`config.mk`:
```
export PLATFORM = sky130hd
export DESIGN_NAME = adc_capture_ctrl
export DESIGN_NICKNAME = d
export VERILOG_FILES = /design/src/rtl/adc_cap_pkg.sv /design/src/rtl/cap_sync_edge.sv /design/src/rtl/cap_seq.sv /design/src/rtl/cap_fmt.sv /design/src/rtl/cap_hold.sv /design/src/rtl/adc_capture_ctrl.sv
export SDC_FILE = /design/constraint.sdc
export NUM_CORES = 1
export LEC_CHECK = 0
export ABC_AREA = 1
export BUFFER_PORTS_ARGS = -buffer_cell sky130_fd_sc_hd__buf_2
export CELL_PAD_IN_SITES_DETAIL_PLACEMENT = 1
export CELL_PAD_IN_SITES_GLOBAL_PLACEMENT = 2
export CORE_MARGIN = 8
export CORE_UTILIZATION = 32
export CTS_CLUSTER_SIZE = 20
export DETAILED_ROUTE_END_ITERATION = 6
export PLACE_DENSITY_LB_ADDON = 0.1
export SLEW_MARGIN = 25
export SYNTH_ARGS = -nofsm -noshare
export SYNTH_HDL_FRONTEND = slang
export SYNTH_HIERARCHICAL = 1
export SYNTH_SLANG_ARGS = --single-unit
```
`constraint.sdc`:
```
create_clock -name clk -period 2.4 [get_ports clk]
set_input_delay 0.72 -clock clk [delete_from_list [all_inputs] [get_ports clk]]
set_output_delay 0.72 -clock clk [all_outputs]
set_load 0.01 [all_outputs]
```
`src/rtl/adc_cap_pkg.sv`:
```
package adc_cap_pkg;

  typedef enum logic [1:0] {
    FMT_STRAIGHT = 2'b00,
    FMT_OFFSET   = 2'b01,
    FMT_TWOS     = 2'b10,
    FMT_RSVD     = 2'b11
  } out_fmt_e;

  typedef enum logic [1:0] {
    SQ_IDLE  = 2'b00,
    SQ_ENC   = 2'b01,
    SQ_WAIT  = 2'b10,
    SQ_DRAIN = 2'b11
  } seq_state_e;

endpackage

```
`src/rtl/cap_sync_edge.sv`:
```
module cap_sync_edge #(
  parameter int STAGES = 2
) (
  input  logic clk,
  input  logic rst_n,
  input  logic async_i,
  output logic level_o,
  output logic rise_o
);

  logic [STAGES-1:0] chain_q;
  logic              last_q;

  always_ff @(posedge clk or negedge rst_n) begin
    if (!rst_n) chain_q[0] <= 1'b0;
    else        chain_q[0] <= async_i;
  end

  for (genvar g = 1; g < STAGES; g++) begin : g_stage
    always_ff @(posedge clk or negedge rst_n) begin
      if (!rst_n) chain_q[g] <= 1'b0;
      else        chain_q[g] <= chain_q[g-1];
    end
  end

  always_ff @(posedge clk or negedge rst_n) begin
    if (!rst_n) last_q <= 1'b0;
    else        last_q <= chain_q[STAGES-1];
  end

  assign level_o = chain_q[STAGES-1];
  assign rise_o  = chain_q[STAGES-1] & ~last_q;

  // a detected edge must come from the raw input STAGES cycles earlier
  p_sync_edge_r4: assert property (@(posedge clk) disable iff (!rst_n)
    rise_o |-> $past(async_i, STAGES));

endmodule

```
`src/rtl/cap_seq.sv`:
```
module cap_seq
  import adc_cap_pkg::*;
#(
  parameter int ENC_HIGH_CYC = 2,
  parameter int TIMEOUT_CYC  = 56
) (
  input  logic clk,
  input  logic rst_n,
  input  logic tick_i,
  input  logic dav_level_i,
  input  logic dav_rise_i,
  output logic enc_o,
  output logic cap_o,
  output logic busy_o,
  output logic evt_drop_o,
  output logic evt_timeout_o
);

  localparam int SPAN  = (ENC_HIGH_CYC > TIMEOUT_CYC) ? ENC_HIGH_CYC : TIMEOUT_CYC;
  localparam int CNT_W = $clog2(SPAN + 1);
  localparam logic [CNT_W-1:0] ENC_LAST = CNT_W'(ENC_HIGH_CYC - 1);
  localparam logic [CNT_W-1:0] TO_LAST  = CNT_W'(TIMEOUT_CYC - 1);

  seq_state_e       st_q, st_d;
  logic [CNT_W-1:0] cnt_q, cnt_d;
  logic             drop_q, drop_d;
  logic             to_q, to_d;

  always_comb begin
    st_d   = st_q;
    cnt_d  = cnt_q;
    to_d   = 1'b0;
    drop_d = tick_i && (st_q != SQ_IDLE);
    unique case (st_q)
      SQ_IDLE: begin
        if (tick_i) begin
          st_d  = SQ_ENC;
          cnt_d = '0;
        end
      end
      SQ_ENC: begin
        if (cnt_q == ENC_LAST) begin
          st_d  = SQ_WAIT;
          cnt_d = '0;
        end else begin
          cnt_d = cnt_q + 1'b1;
        end
      end
      SQ_WAIT: begin
        if (dav_rise_i) begin
          st_d = SQ_DRAIN;
        end else if (cnt_q == TO_LAST) begin
          st_d = SQ_IDLE;
          to_d = 1'b1;
        end else begin
          cnt_d = cnt_q + 1'b1;
        end
      end
      SQ_DRAIN: begin
        if (!dav_level_i) st_d = SQ_IDLE;
      end
      default: st_d = SQ_IDLE;
    endcase
  end

  always_ff @(posedge clk or negedge rst_n) begin
    if (!rst_n) begin
      st_q   <= SQ_IDLE;
      cnt_q  <= '0;
      drop_q <= 1'b0;
      to_q   <= 1'b0;
    end else begin
      st_q   <= st_d;
      cnt_q  <= cnt_d;
      drop_q <= drop_d;
      to_q   <= to_d;
    end
  end

  assign enc_o         = (st_q == SQ_ENC);
  assign cap_o         = (st_q == SQ_WAIT) && dav_rise_i;
  assign busy_o        = (st_q != SQ_IDLE);
  assign evt_drop_o    = drop_q;
  assign evt_timeout_o = to_q;

  // checker support: length of the current start pulse
  logic [7:0] enc_run_q;
  always_ff @(posedge clk or negedge rst_n) begin
    if (!rst_n)     enc_run_q <= '0;
    else if (enc_o) enc_run_q <= enc_run_q + 8'd1;
    else            enc_run_q <= '0;
  end

  p_enc_width_r2: assert property (@(posedge clk) disable iff (!rst_n)
    $fell(enc_o) |-> (enc_run_q == 8'(ENC_HIGH_CYC)));

  p_no_start_busy_r3: assert property (@(posedge clk) disable iff (!rst_n)
    (tick_i && busy_o) |=> (evt_drop_o && !$rose(enc_o)));

  p_timeout_clean_r5: assert property (@(posedge clk) disable iff (!rst_n)
    evt_timeout_o |-> (!$past(cap_o) && !enc_o));

endmodule

```
`src/rtl/cap_fmt.sv`:
```
module cap_fmt
  import adc_cap_pkg::*;
#(
  parameter int CODE_W = 12
) (
  input  logic [CODE_W-1:0] raw_i,
  input  logic              otr_i,
  input  logic [1:0]        fmt_i,
  output logic [CODE_W-1:0] code_o,
  output logic              over_o,
  output logic              under_o
);

  localparam logic [CODE_W-1:0] MSB_MASK = {1'b1, {(CODE_W-1){1'b0}}};

  out_fmt_e fmt;
  assign fmt = out_fmt_e'(fmt_i);

  always_comb begin
    if (fmt == FMT_TWOS) code_o = raw_i ^ MSB_MASK;
    else                 code_o = raw_i;
    over_o  = otr_i &  raw_i[CODE_W-1];
    under_o = otr_i & ~raw_i[CODE_W-1];
  end

endmodule

```
`src/rtl/cap_hold.sv`:
```
module cap_hold #(
  parameter int CODE_W = 12
) (
  input  logic              clk,
  input  logic              rst_n,
  input  logic              cap_i,
  input  logic [CODE_W-1:0] code_i,
  input  logic              over_i,
  input  logic              under_i,
  input  logic              ready_i,
  output logic              valid_o,
  output logic [CODE_W-1:0] code_o,
  output logic              over_o,
  output logic              under_o,
  output logic              evt_ovf_o
);

  logic              v_q, v_d;
  logic [CODE_W-1:0] c_q, c_d;
  logic              ov_q, ov_d, un_q, un_d;
  logic              ovf_q, ovf_d;

  always_comb begin
    v_d   = v_q;
    c_d   = c_q;
    ov_d  = ov_q;
    un_d  = un_q;
    ovf_d = 1'b0;
    if (cap_i) begin
      v_d   = 1'b1;
      c_d   = code_i;
      ov_d  = over_i;
      un_d  = under_i;
      ovf_d = v_q && !ready_i;
    end else if (v_q && ready_i) begin
      v_d = 1'b0;
    end
  end

  always_ff @(posedge clk or negedge rst_n) begin
    if (!rst_n) begin
      v_q   <= 1'b0;
      c_q   <= '0;
      ov_q  <= 1'b0;
      un_q  <= 1'b0;
      ovf_q <= 1'b0;
    end else begin
      v_q   <= v_d;
      ovf_q <= ovf_d;
      if (cap_i) begin
        c_q  <= c_d;
        ov_q <= ov_d;
        un_q <= un_d;
      end
    end
  end

  assign valid_o   = v_q;
  assign code_o    = c_q;
  assign over_o    = ov_q;
  assign under_o   = un_q;
  assign evt_ovf_o = ovf_q;

  p_hold_stable_r8: assert property (@(posedge clk) disable iff (!rst_n)
    (valid_o && !ready_i && !cap_i) |=> (valid_o && $stable(code_o) && $stable(over_o) && $stable(under_o)));

  p_release_r8: assert property (@(posedge clk) disable iff (!rst_n)
    (valid_o && ready_i && !cap_i) |=> !valid_o);

  p_no_overflow_r9: assert property (@(posedge clk) disable iff (!rst_n)
    (cap_i && valid_o && !ready_i) |=> evt_ovf_o);

  p_range_excl_r6: assert property (@(posedge clk) disable iff (!rst_n)
    $onehot0({over_o, under_o}));

endmodule

```
`src/rtl/adc_capture_ctrl.sv`:
```
module adc_capture_ctrl #(
  parameter int CODE_W        = 12,
  parameter int CLK_PERIOD_NS = 10,
  parameter int ENC_HIGH_CYC  = 2,
  parameter int CONV_MAX_NS   = 500,
  parameter int SYNC_STAGES   = 2
) (
  input  logic              clk,
  input  logic              rst_n,
  input  logic              sample_tick,
  input  logic [1:0]        fmt_sel,
  output logic              conv_start,
  input  logic              conv_done,
  input  logic [CODE_W-1:0] conv_code,
  input  logic              conv_otr,
  output logic              res_valid,
  input  logic              res_ready,
  output logic [CODE_W-1:0] res_code,
  output logic              res_over,
  output logic              res_under,
  output logic              evt_drop,
  output logic              evt_timeout,
  output logic              evt_overflow
);

  localparam int TIMEOUT_CYC =
    (CONV_MAX_NS + CLK_PERIOD_NS - 1) / CLK_PERIOD_NS + SYNC_STAGES + 4;

  logic              dav_level, dav_rise;
  logic              cap, busy;
  logic [CODE_W-1:0] fmt_code;
  logic              fmt_over, fmt_under;

  cap_sync_edge #(.STAGES(SYNC_STAGES)) u_sync (
    .clk     (clk),
    .rst_n   (rst_n),
    .async_i (conv_done),
    .level_o (dav_level),
    .rise_o  (dav_rise)
  );

  cap_seq #(
    .ENC_HIGH_CYC (ENC_HIGH_CYC),
    .TIMEOUT_CYC  (TIMEOUT_CYC)
  ) u_seq (
    .clk           (clk),
    .rst_n         (rst_n),
    .tick_i        (sample_tick),
    .dav_level_i   (dav_level),
    .dav_rise_i    (dav_rise),
    .enc_o         (conv_start),
    .cap_o         (cap),
    .busy_o        (busy),
    .evt_drop_o    (evt_drop),
    .evt_timeout_o (evt_timeout)
  );

  cap_fmt #(.CODE_W(CODE_W)) u_fmt (
    .raw_i   (conv_code),
    .otr_i   (conv_otr),
    .fmt_i   (fmt_sel),
    .code_o  (fmt_code),
    .over_o  (fmt_over),
    .under_o (fmt_under)
  );

  cap_hold #(.CODE_W(CODE_W)) u_hold (
    .clk       (clk),
    .rst_n     (rst_n),
    .cap_i     (cap),
    .code_i    (fmt_code),
    .over_i    (fmt_over),
    .under_i   (fmt_under),
    .ready_i   (res_ready),
    .valid_o   (res_valid),
    .code_o    (res_code),
    .over_o    (res_over),
    .under_o   (res_under),
    .evt_ovf_o (evt_overflow)
  );

  // a result only appears after a capture while a conversion was pending
  p_result_needs_conv_r4: assert property (@(posedge clk) disable iff (!rst_n)
    $rose(res_valid) |-> $past(busy));

endmodule

```
==> out/metrics.csv <==
stage;metric;value;unit
floorplanning;io_pins;39;
worst_setup_path;critical_path_required;1.68;ns
worst_setup_path;path_max_fanout;6;
worst_setup_path;rr_endpoint;u_hold/code_o[8];
power_and_ir_drop;power_leakage;1.05;nW
floorplanning;die_x;85.4;um
sta;hold_violations;0;
clocking;numCtsBuffers;5;
sta;fin_crit_sh;83.4;%
drt;vias_per_cell;4.56;
synth;synth_area;1540;um^2
finish;largest_reg_flops;12;
worst_setup_path;cp-end-kind;output pin;
finish;drive_gt1_share;26.0;%
placement;pre_cts_ws;0.675;ns
drt;top_layer;met4;
synth;synth_most_common_cell;nand2_1;
run;max_cap_violations;0;
sta;setup_tns;0;ns
clocking;clock_sinks;29;
synth;yosysSeqAreaShare;47.0;%
clocking;cts_resized;0;
drt;met2WireLength;1920;um
power_and_ir_drop;powerDensity;1090;nW/um^2
hold_path;hp-start;u_sync/chain_q[0];
global_routing;grt_antenna_before_repair;0;
global_routing;grt_usage;11.7;%
run_status;status;finished clean;
sta;finClkSkew;0.00577;ns
synth;syn_nets;223;
clocking;postCtsHoldBufs;0;
worst_setup_path;worst-setup-path-type;register to output pin;
worst_setup_path;worstPathArrival;1.28;ns
sta;tightestPinTransition;0.656;ns
placement;port_buffers;38;
sta;final-setup-viol-count;0;
floorplanning;fp.dieH;85.4;um
finish;final_nets;256;
global_routing;grt_max_degree;30;
synth;synthTopCellsByCount;nand2_1 (81), dfrtp_1 (29), inv_1 (20);
finish;fin_util;38.5;%
synth;netlist.area_leader.share;47.0;%
clocking;clock_path_buffers;2;
clocking;cts_tree;done;
sta;max_slew_margin;56.2;%
clocking;cts.reportedPaths.clkPinSlew;0.06;ns
global_routing;grt_pass1_wl;6800;um
floorplanning;num_rows;25;
clocking;post-cts-setup-buffers;0;
placement;dpl.hpwl;3010;um
synth;yosys_warnings;6;
clocking;cts_max_level;2;
synth;synth_edf_count;0;
hold_path;hold_class;register to register;
drt;wl;3810;um
drt;dr.pass1.iters;4;
worst_setup_path;r2r_setup_slack;0.71;ns
sta;worst_slack;0.398;ns
hold_path;min_to;u_sync/level_o;
clocking;root_buffer;clkbuf_8;
synth;ys.flop_type;dfrtp_1;
global_routing;first_global_vias;1506;
sta;clock.fmax;499;MHz
drt;wl_met3;166;um
synth;synth_area_leaders;dfrtp_1 (47%), nand2_1 (20%), buf_4 (5.8%);
drt;wl_met1;1670;um
drt;drc;0;
power_and_ir_drop;ir_worst_vdd;335;uV
finish;n_antenna_cell;0;
sta;slew_viol_final;0;
synth;yosysUniqueCellTypes;21;
placement;gp_congestion;0.770;
synth;ys_ff_latch;29;
sta;min_period;2.00;ns
hold_path;min_path_cells;0;
drt;postRouteAntennaNets;0;
drt;initialDrtViolationCount;40;
worst_setup_path;start_kind;register;
floorplanning;start_util;32.9;%
clocking;clock_latency;0.27;ns
drt;avgRoutedWirePerCell;13.4;um
drt;vias;1300;
global_routing;gr-total-overflow;0;
synth;avgSynthCellArea;7.83;um^2
floorplanning;core;4690;um^2
finish;area_growth;17.2;%
synth;yosysTopAreaCell;dfrtp_1;
synth;syn_inst;197;
floorplanning;dieArea;7300;um^2
worst_setup_path;worstRegToRegCells;8;
sta;rsz0062_at_grt;false;
worst_setup_path;r2r-start;u_seq/st_q[0];
synth;ys_async_sr_fraction;100;%
final cells by class:
cell class / count / area (um^2)
Clock inverter: 1 / 5.00
Multi-Input combinational cell: 132 / 627
Sequential cell: 29 / 726
Fill cell: 608 / 2880
Clock buffer: 7 / 96.3
Tap cell: 54 / 67.6
Inverter: 23 / 88.8
Timing Repair Buffer: 39 / 198
stage by stage:
| step | hold slack, ns | instances | cell area (um^2) | total power, W |
|---|---|---|---|---|
| 6_report | 0.354 | 285 | 1810 | 0.00196 |
| 5_1_grt | 0.369 | 285 | 1810 | 0.00216 |
| 4_1_cts | 0.364 | 285 | 1810 | 0.00202 |
| 3_5_place_dp | 0.350 | 277 | 1710 | 0.00156 |
| 3_3_place_gp | 0.335 | 277 | 1710 | 0.00153 |
| 2_1_floorplan | 0.331 | 197 | 1540 | 0.00126 |
metal layers:
layer / up-vias / GRT usage (%)
li1: 654 / -
met1: 619 / 12.7
met2: 23 / 20.2
met3: 4 / 4.05
met4: 0 / 4.78
met5: - / 0
report_power, final:
part | total (W) | switching (W) | internal, W
logic | 0.000789 | 0.000508 | 0.000280
registers | 0.000735 | 0.0000924 | 0.000643
clock network | 0.000441 | 0.000182 | 0.000259
critical path, cell delays in order, from the launching register on:
cell and delay (ns):
dfrtp_1 0.41, inv_1 0.12, ha_1 0.30, buf_2 0.18
worst max path at each step:
stage / to / cells past startpoint / slack [ns] / start
2_1_floorplan: u_seq/cnt_q[5] / 11 / 0.90 / u_seq/st_q[1]
3_3_place_gp: u_hold/code_o[7] / 8 / 0.74 / u_seq/st_q[0]
3_5_place_dp: u_hold/code_o[8] / 8 / 0.68 / u_seq/st_q[0]
4_1_cts: conv_start / 3 / 0.37 / u_seq/st_q[1]
5_1_grt: conv_start / 3 / 0.28 / u_seq/st_q[1]
6_report: conv_start / 3 / 0.40 / u_seq/st_q[1]
cells in the final DEF (no fill, tap or decap):
master / synthesis / routed
nor2_1: 12 / 12
nand2_1: 81 / 81
inv_2: 2 / 2
a21oi_1: 3 / 3
o21bai_1: 1 / 1
nor2_2: 4 / 4
clkinv_2: 0 / 1
inv_1: 20 / 20
dfrtp_1: 29 / 29
nand2_4: 2 / 2
nor2_4: 1 / 1
a22oi_1: 1 / 1
buf_4: 12 / 1
clkbuf_8: 0 / 7
nand3_2: 1 / 1
inv_4: 1 / 1
o21ai_1: 2 / 2
buf_2: 0 / 38
nand2_2: 2 / 2
nand4_1: 1 / 1
o21ai_0: 1 / 1
ha_1: 6 / 6
nand3_1: 14 / 14
logic make-up (layout without fill, tap and decap cells):
family | after synthesis | count (layout) | synth area share (%)
buffers and inverters | 36 | 70 | 12.3
AOI/OAI and AO/OA | 8 | 8 | 2.92
and+or+nand+nor | 118 | 118 | 32.8
DFF | 29 | 29 | 47.0
adders and majority gates | 6 | 6 | 4.87
(Power assumes the default switching activity.)
